File: config.mk
export PLATFORM = sky130hd
export DESIGN_NAME = bus_enum_master
export DESIGN_NICKNAME = d
export VERILOG_FILES = /design/src/rtl/bus_enum_pkg.sv /design/src/rtl/enum_slot_gate.sv /design/src/rtl/enum_branch_pick.sv /design/src/rtl/bus_enum_master.sv
export SDC_FILE = /design/constraint.sdc
export NUM_CORES = 1
export LEC_CHECK = 0
export BUFFER_PORTS_ARGS = -buffer_cell sky130_fd_sc_hd__clkbuf_2
export CAP_MARGIN = 40
export CORE_MARGIN = 1
export CORE_UTILIZATION = 28
export CTS_CLUSTER_DIAMETER = 80
export DETAILED_ROUTE_END_ITERATION = 10
export SLEW_MARGIN = 30
export SYNTH_ARGS = -nofsm -noshare
export SYNTH_HDL_FRONTEND = slang
export SYNTH_SLANG_ARGS = --single-unit
File: constraint.sdc
create_clock -name clk -period 6.55 [get_ports clk]
set_input_delay 1.31 -clock clk [delete_from_list [all_inputs] [get_ports clk]]
set_output_delay 1.31 -clock clk [all_outputs]
set_load 0.02 [all_outputs]
File: src/rtl/bus_enum_pkg.sv
package bus_enum_pkg;

    typedef enum logic [1:0] {
        OP_RESET = 2'd0,
        OP_WRITE = 2'd1,
        OP_READ  = 2'd2
    } slot_op_e;

    typedef enum logic [2:0] {
        PH_IDLE = 3'd0,
        PH_PRES = 3'd1,
        PH_CMD  = 3'd2,
        PH_RD_T = 3'd3,
        PH_RD_C = 3'd4,
        PH_WR   = 3'd5
    } phase_e;

endpackage

File: src/rtl/enum_slot_gate.sv
module enum_slot_gate (
    input  logic clk,
    input  logic rst_n,
    input  logic want,
    input  logic done_i,
    output logic req_o
);
    logic gap_d, gap_q;

    always_comb begin
        req_o = want & ~gap_q;
        gap_d = req_o & done_i;
    end

    always_ff @(posedge clk or negedge rst_n) begin
        if (!rst_n) gap_q <= 1'b0;
        else        gap_q <= gap_d;
    end

    // a request stays up until the slot layer answers
    p_req_hold_r10: assert property (@(posedge clk) disable iff (!rst_n)
        req_o && !done_i |=> req_o);

    // one idle cycle after each accepted slot
    p_req_gap_r10: assert property (@(posedge clk) disable iff (!rst_n)
        req_o && done_i |=> !req_o);

endmodule

File: src/rtl/enum_branch_pick.sv
module enum_branch_pick #(
    parameter int POS_W = 7
) (
    input  logic             bit_t,
    input  logic             bit_c,
    input  logic [POS_W-1:0] pos,
    input  logic [POS_W-1:0] last_fork,
    input  logic             prev_bit,
    output logic             dir,
    output logic             zero_fork,
    output logic             dead
);
    logic fork_here;

    always_comb begin
        fork_here = ~bit_t & ~bit_c;
        dead      = bit_t & bit_c;
        if (!fork_here)             dir = bit_t;
        else if (pos == last_fork)  dir = 1'b1;
        else if (pos > last_fork)   dir = 1'b0;
        else                        dir = prev_bit;
        zero_fork = fork_here & ~dir;
    end

endmodule

File: src/rtl/bus_enum_master.sv
module bus_enum_master
    import bus_enum_pkg::*;
#(
    parameter int                ID_W     = 64,
    parameter int                CMD_W    = 8,
    parameter logic [CMD_W-1:0]  CMD_CODE = 8'hF0
) (
    input  logic            clk,
    input  logic            rst_n,
    input  logic            start,
    output logic            busy,
    output logic            pass_done,
    output logic [ID_W-1:0] rom_id,
    output logic            last_found,
    output logic            no_device,
    output logic            no_response,
    output logic            slot_req,
    output logic [1:0]      slot_op,
    output logic            slot_wbit,
    input  logic            slot_done,
    input  logic            slot_rbit
);
    localparam int POS_W = $clog2(ID_W + 1);
    localparam int IDX_W = $clog2(ID_W);
    localparam int CB_W  = $clog2(CMD_W);

    typedef struct packed {
        phase_e            ph;
        logic [CB_W-1:0]   cb;
        logic [POS_W-1:0]  pos;
        logic [POS_W-1:0]  ldisc;
        logic [POS_W-1:0]  ndisc;
        logic              rt;
        logic [ID_W-1:0]   rom;
        logic              last;
        logic              done;
        logic              nodev;
        logic              noresp;
    } eng_t;

    eng_t s_d, s_q;

    logic             want;
    logic             xfer;
    logic [IDX_W-1:0] bit_idx;
    logic             pick_dir, pick_zero, pick_dead;
    slot_op_e         op_sel;

    assign bit_idx = IDX_W'(s_q.pos - POS_W'(1));
    assign xfer    = slot_req & slot_done;
    assign want    = (s_q.ph != PH_IDLE);

    enum_slot_gate u_gate (
        .clk    (clk),
        .rst_n  (rst_n),
        .want   (want),
        .done_i (slot_done),
        .req_o  (slot_req)
    );

    enum_branch_pick #(.POS_W(POS_W)) u_pick (
        .bit_t     (s_q.rt),
        .bit_c     (slot_rbit),
        .pos       (s_q.pos),
        .last_fork (s_q.ldisc),
        .prev_bit  (s_q.rom[bit_idx]),
        .dir       (pick_dir),
        .zero_fork (pick_zero),
        .dead      (pick_dead)
    );

    always_comb begin
        s_d      = s_q;
        s_d.done = 1'b0;
        unique case (s_q.ph)
            PH_IDLE: begin
                if (start) begin
                    s_d.ph     = PH_PRES;
                    s_d.pos    = POS_W'(1);
                    s_d.ndisc  = '0;
                    s_d.cb     = '0;
                    s_d.nodev  = 1'b0;
                    s_d.noresp = 1'b0;
                    s_d.last   = 1'b0;
                    if (s_q.last) s_d.ldisc = '0;
                end
            end
            PH_PRES: begin
                if (xfer) begin
                    if (!slot_rbit) begin
                        s_d.ph    = PH_IDLE;
                        s_d.done  = 1'b1;
                        s_d.nodev = 1'b1;
                        s_d.ldisc = '0;
                    end else begin
                        s_d.ph = PH_CMD;
                    end
                end
            end
            PH_CMD: begin
                if (xfer) begin
                    if (s_q.cb == CB_W'(CMD_W - 1)) s_d.ph = PH_RD_T;
                    else                            s_d.cb = s_q.cb + CB_W'(1);
                end
            end
            PH_RD_T: begin
                if (xfer) begin
                    s_d.rt = slot_rbit;
                    s_d.ph = PH_RD_C;
                end
            end
            PH_RD_C: begin
                if (xfer) begin
                    if (pick_dead) begin
                        s_d.ph     = PH_IDLE;
                        s_d.done   = 1'b1;
                        s_d.noresp = 1'b1;
                        s_d.ldisc  = '0;
                    end else begin
                        s_d.rom[bit_idx] = pick_dir;
                        if (pick_zero) s_d.ndisc = s_q.pos;
                        s_d.ph = PH_WR;
                    end
                end
            end
            PH_WR: begin
                if (xfer) begin
                    if (s_q.pos == POS_W'(ID_W)) begin
                        s_d.ph    = PH_IDLE;
                        s_d.done  = 1'b1;
                        s_d.ldisc = s_q.ndisc;
                        s_d.last  = (s_q.ndisc == '0);
                    end else begin
                        s_d.pos = s_q.pos + POS_W'(1);
                        s_d.ph  = PH_RD_T;
                    end
                end
            end
            default: s_d.ph = PH_IDLE;
        endcase
    end

    always_ff @(posedge clk or negedge rst_n) begin
        if (!rst_n) s_q <= '0;
        else        s_q <= s_d;
    end

    always_comb begin
        unique case (s_q.ph)
            PH_PRES:             op_sel = OP_RESET;
            PH_RD_T, PH_RD_C:    op_sel = OP_READ;
            default:             op_sel = OP_WRITE;
        endcase
        if (s_q.ph == PH_CMD)     slot_wbit = CMD_CODE[s_q.cb];
        else if (s_q.ph == PH_WR) slot_wbit = s_q.rom[bit_idx];
        else                      slot_wbit = 1'b0;
    end

    assign slot_op     = op_sel;
    assign busy        = want;
    assign pass_done   = s_q.done;
    assign rom_id      = s_q.rom;
    assign last_found  = s_q.last;
    assign no_device   = s_q.nodev;
    assign no_response = s_q.noresp;

    // a pass opens with a line reset request
    p_first_reset_r1: assert property (@(posedge clk) disable iff (!rst_n)
        $rose(busy) |-> slot_req && slot_op == 2'd0);

    // start during a pass does not end or restart it
    p_start_ignored_r1: assert property (@(posedge clk) disable iff (!rst_n)
        busy && start && !slot_done |=> busy);

    // the two error flags never appear together
    p_flags_excl_r7: assert property (@(posedge clk) disable iff (!rst_n)
        $onehot0({no_device, no_response}));

    // no slot is requested once a dead position ends the pass
    p_dead_quiet_r7: assert property (@(posedge clk) disable iff (!rst_n)
        pass_done && no_response |-> !slot_req);

    // completion is reported only when the engine is idle
    p_done_idle_r8: assert property (@(posedge clk) disable iff (!rst_n)
        pass_done |-> !busy);

    // last_found only rises on a clean completion
    p_last_clean_r8: assert property (@(posedge clk) disable iff (!rst_n)
        $rose(last_found) |-> pass_done && !no_device && !no_response);

    // result holds while idle
    p_rom_hold_r8: assert property (@(posedge clk) disable iff (!rst_n)
        !busy && !start |=> $stable(rom_id));

endmodule

==> results by group <==
Critical path
  • R2R depth: 12
  • Critical path arrival: 3.61 ns
  • Worst R2R Setup Slack: 2.67 ns
  • Critical path's largest stage delay: 0.51 ns
  • Crit Path Max Fanout: 12
  • CP Class: flop to primary output
  • CP max stage cell: ha_1
  • Worst R2R Start: s_q[83]$_DFFE_PN0P_
  • CP bufs+invs: 3
  • Crit end category: primary output
  • CP delay by family, top: buffers and inverters
  • CP Launch Type: flop
  • CP cell instances: inv_1 > ha_1 > xor2_2 > buf_6 > nor2_1 > mux4_2 > o221ai_2 > nand4_2 > o21ai_0 > clkbuf_2
  • R2r endpoint: rom_id[36]$_DFFE_PN0P_
  • CP required: approximately 5.2 ns
  • CP Depth: 10

Timing
  • Worst hold slack: roughly 0.48 ns
  • Final Critical Period: slightly below 5 ns
  • Highest clock rate: 203 MHz
  • Hold Fails Final Rpt: 0
  • Setup violations, final: 0
  • RSZ-0062 raised after global routing: no
  • Setup TNS: 0 ns
  • Worst slew pin tran: 0.788 ns
  • Rel. slew slack: between 40% and 50%
  • Period utilisation layout: between 70 and 80%
  • Clock Skews: 0.0120 ns
  • Setup ws final: 1.63 ns
  • Max Slew Vio Count: 0

Finish
  • Final #Nets: 663
  • Layout cells sized above 1: around a fifth
  • N_diodes: 0
  • Layout area overhead: 7.21%
  • Final cell count without fillers: 931
  • Post-route design area: 6660 um2

Synth
  • Top cell type's share of synthesized area: between 30% and 40%
  • Ys Warns: 0
  • Synth top area cells: dfrtp_1, mux2_1, buf_4, nand2_1, nor2_1
  • Cell variety after synth: 54
  • Syn Inst Count: 651
  • Post-synthesis sequential area ratio: 39.0%
  • Top-count cell post-synth: dfrtp_1
  • Post-synth top cells: dfrtp_1, nand2_1, nor2_1
  • Ys async rst share: 100%
  • Yosys reg bits: 97
  • Post-synth EDFFs: 0
  • Mapped Nets: 668
  • Mapped Avg Cell Area: 9.55 um2
  • Top FF cell, synth: dfrtp_1
  • Mapped cell area: 6220 um2
  • Synth area leader: dfrtp_1

Routing
  • WL met3: 768 um
  • Antenna Nets Post-Route: 0
  • Vias per inst: just under 5
  • DRC: 0
  • Vias: 4577
  • M1 WL: 7.64 mm
  • Max Used Layer: met4
  • Starting DRT DRC Count: 274
  • WL final: between 15 and 20 mm
  • Drt pass-1 iters: 5
  • Avg WL per Cell: 16.4 um
  • WL met2: approximately 6.7 mm

Placement
  • Routability cong.: 0.814
  • Placement Setup Slack: 1.71 ns
  • Placed cells: 913
  • Post-DP HPWL: 10.9 mm
  • Placed inst area: 6320 um2
  • Port Buffers: 77

Power
  • Combinational fraction of design power: 42.1%
  • Clock network fraction of design power: 24.4%
  • Sequential power share: 33.4%
  • Sw Share: 42.1%
  • Power Dens Cells: around 340 nW/um2
  • Internal power: 1300 uW
  • Psw: 943 uW
  • Leakage power: 0.00309 uW
  • Maximum vdd drop: 0.243 mV

Job
  • Max-cap violations: 0

Clock tree
  • Num CTS Buffers: 9
  • CTS Root Cell: clkbuf_16
  • Setup bufs post-CTS: 0
  • # clock sinks: 97
  • CTS tree: done
  • Htree depth: 3
  • Hold_buf cts: 0
  • Clock Latency Late Sink: 0.36 ns
  • Post-CTS Resized: 0
  • Clock Pin Slew Worst Setup and Hold Paths: 0.07 ns
  • CTS max path bufs: 2

Floorplan
  • Die Wd: 151 um
  • Num rows: 54
  • DIE HEIGHT: 151 um
  • Die area: 22800 um2
  • Core ar.: 21800 um2
  • Initial core utilization: between 20% and 30%
  • IO Pins: 78

Global route
  • Global-route wire length before repair: ~24 mm
  • Vias in the first global route: roughly 4300
  • Grt ovf: 0
  • Largest net degree at the start of global routing: 57
  • Initial antenna violation count: 0
  • Tot GR Track Use: 13.8%

Worst hold path
  • Worst Hold Path EP: s_q[82]$_DFFE_PN0P_
  • Hold Path Cell Cnt: 2
  • HP Class: flop to flop
  • Hold path startpoint: s_q[82]$_DFFE_PN0P_

Status
  • Status: finished clean
per-layer routing:
metal / GRT usage [%] / vias to the layer above
met4: 3.15 / 0
met2: 20.0 / 103
li1: - / 2192
met3: 3.01 / 9
met1: 20.6 / 2273
met5: 0 / -
cell families (layout without fill, tap and decap cells):
kind of cell | after synthesis | count (layout) | share of synthesized area (%)
DFF | 97 | 97 | 39.0
muxes | 91 | 91 | 17.8
and+or+nand+nor | 251 | 251 | 19.1
adders and majority gates | 12 | 12 | 2.42
buffers and inverters | 115 | 115 | 11.8
xor gates and xnor gates | 6 | 6 | 1.21
AOI/OAI and AO/OA | 79 | 79 | 8.64
worst reg2reg max path, delay by kind of cell, from the launching register on:
kind | cells | cell delay [ns]
buf+inv | 4 | 1.02
mux | 2 | 0.69
compound gates | 2 | 0.65
fa+ha+maj | 1 | 0.51
flops | 1 | 0.40
xor+xnor | 1 | 0.32
simple gates | 2 | 0.25
per-stage QoR:
stage / utilization (%) / total power [uW]
global route: 30.5 / 2400
CTS: 30.4 / 2220
floorplan: - / 1500
detailed placement: 29.0 / 1670
global placement: 28.9 / 1660
finish: 30.5 / 2240
sequential cells by signal, indices dropped and copies added (netlist names):
name,cells
pass_done,1
no_response,1
last_found,1
s_q,28
no_device,1
u_gate.gap_q,1
rom_id,64
placed cells by master (no fill, tap or decap), types with 13 or more instances in the layout:
cell / instances
dfrtp_1: 96
nand2_1: 79
clkbuf_2: 76
nor2_1: 73
mux2_1: 60
o21ai_0: 28
nor3_1: 20
mux2i_1: 14
nand3_1: 14
inv_1: 13
power groups by stage:
stage,logic (uW),clock network [uW],registers (uW)
CTS,910,561,749
global placement,899,0,757
finish,944,548,750
floorplan,794,0,711
global route,1050,582,761
detailed placement,907,0,760
worst max-delay path by stage:
stage          slack (ns)           startpoint         to
6_report             1.63  s_q[83]$_DFFE_PN0P_  slot_wbit
4_1_cts              1.30  s_q[83]$_DFFE_PN0P_  slot_wbit
3_3_place_gp         1.88  s_q[83]$_DFFE_PN0P_  slot_wbit
3_5_place_dp         1.71  s_q[83]$_DFFE_PN0P_  slot_wbit
2_1_floorplan        2.33  s_q[84]$_DFFE_PN0P_  slot_wbit
5_1_grt              1.35  s_q[83]$_DFFE_PN0P_  slot_wbit
area by class of cell:
cell class	instances	area (um2)
well taps	280	350
repair buffers	85	469
multi-input cells	439	3060
inverters	14	52.6
fillers	2289	15200
flip-flops and latches	97	2430
clock inverters	6	67.6
clock buffers	10	239
Power figures use the tool's default switching activity.
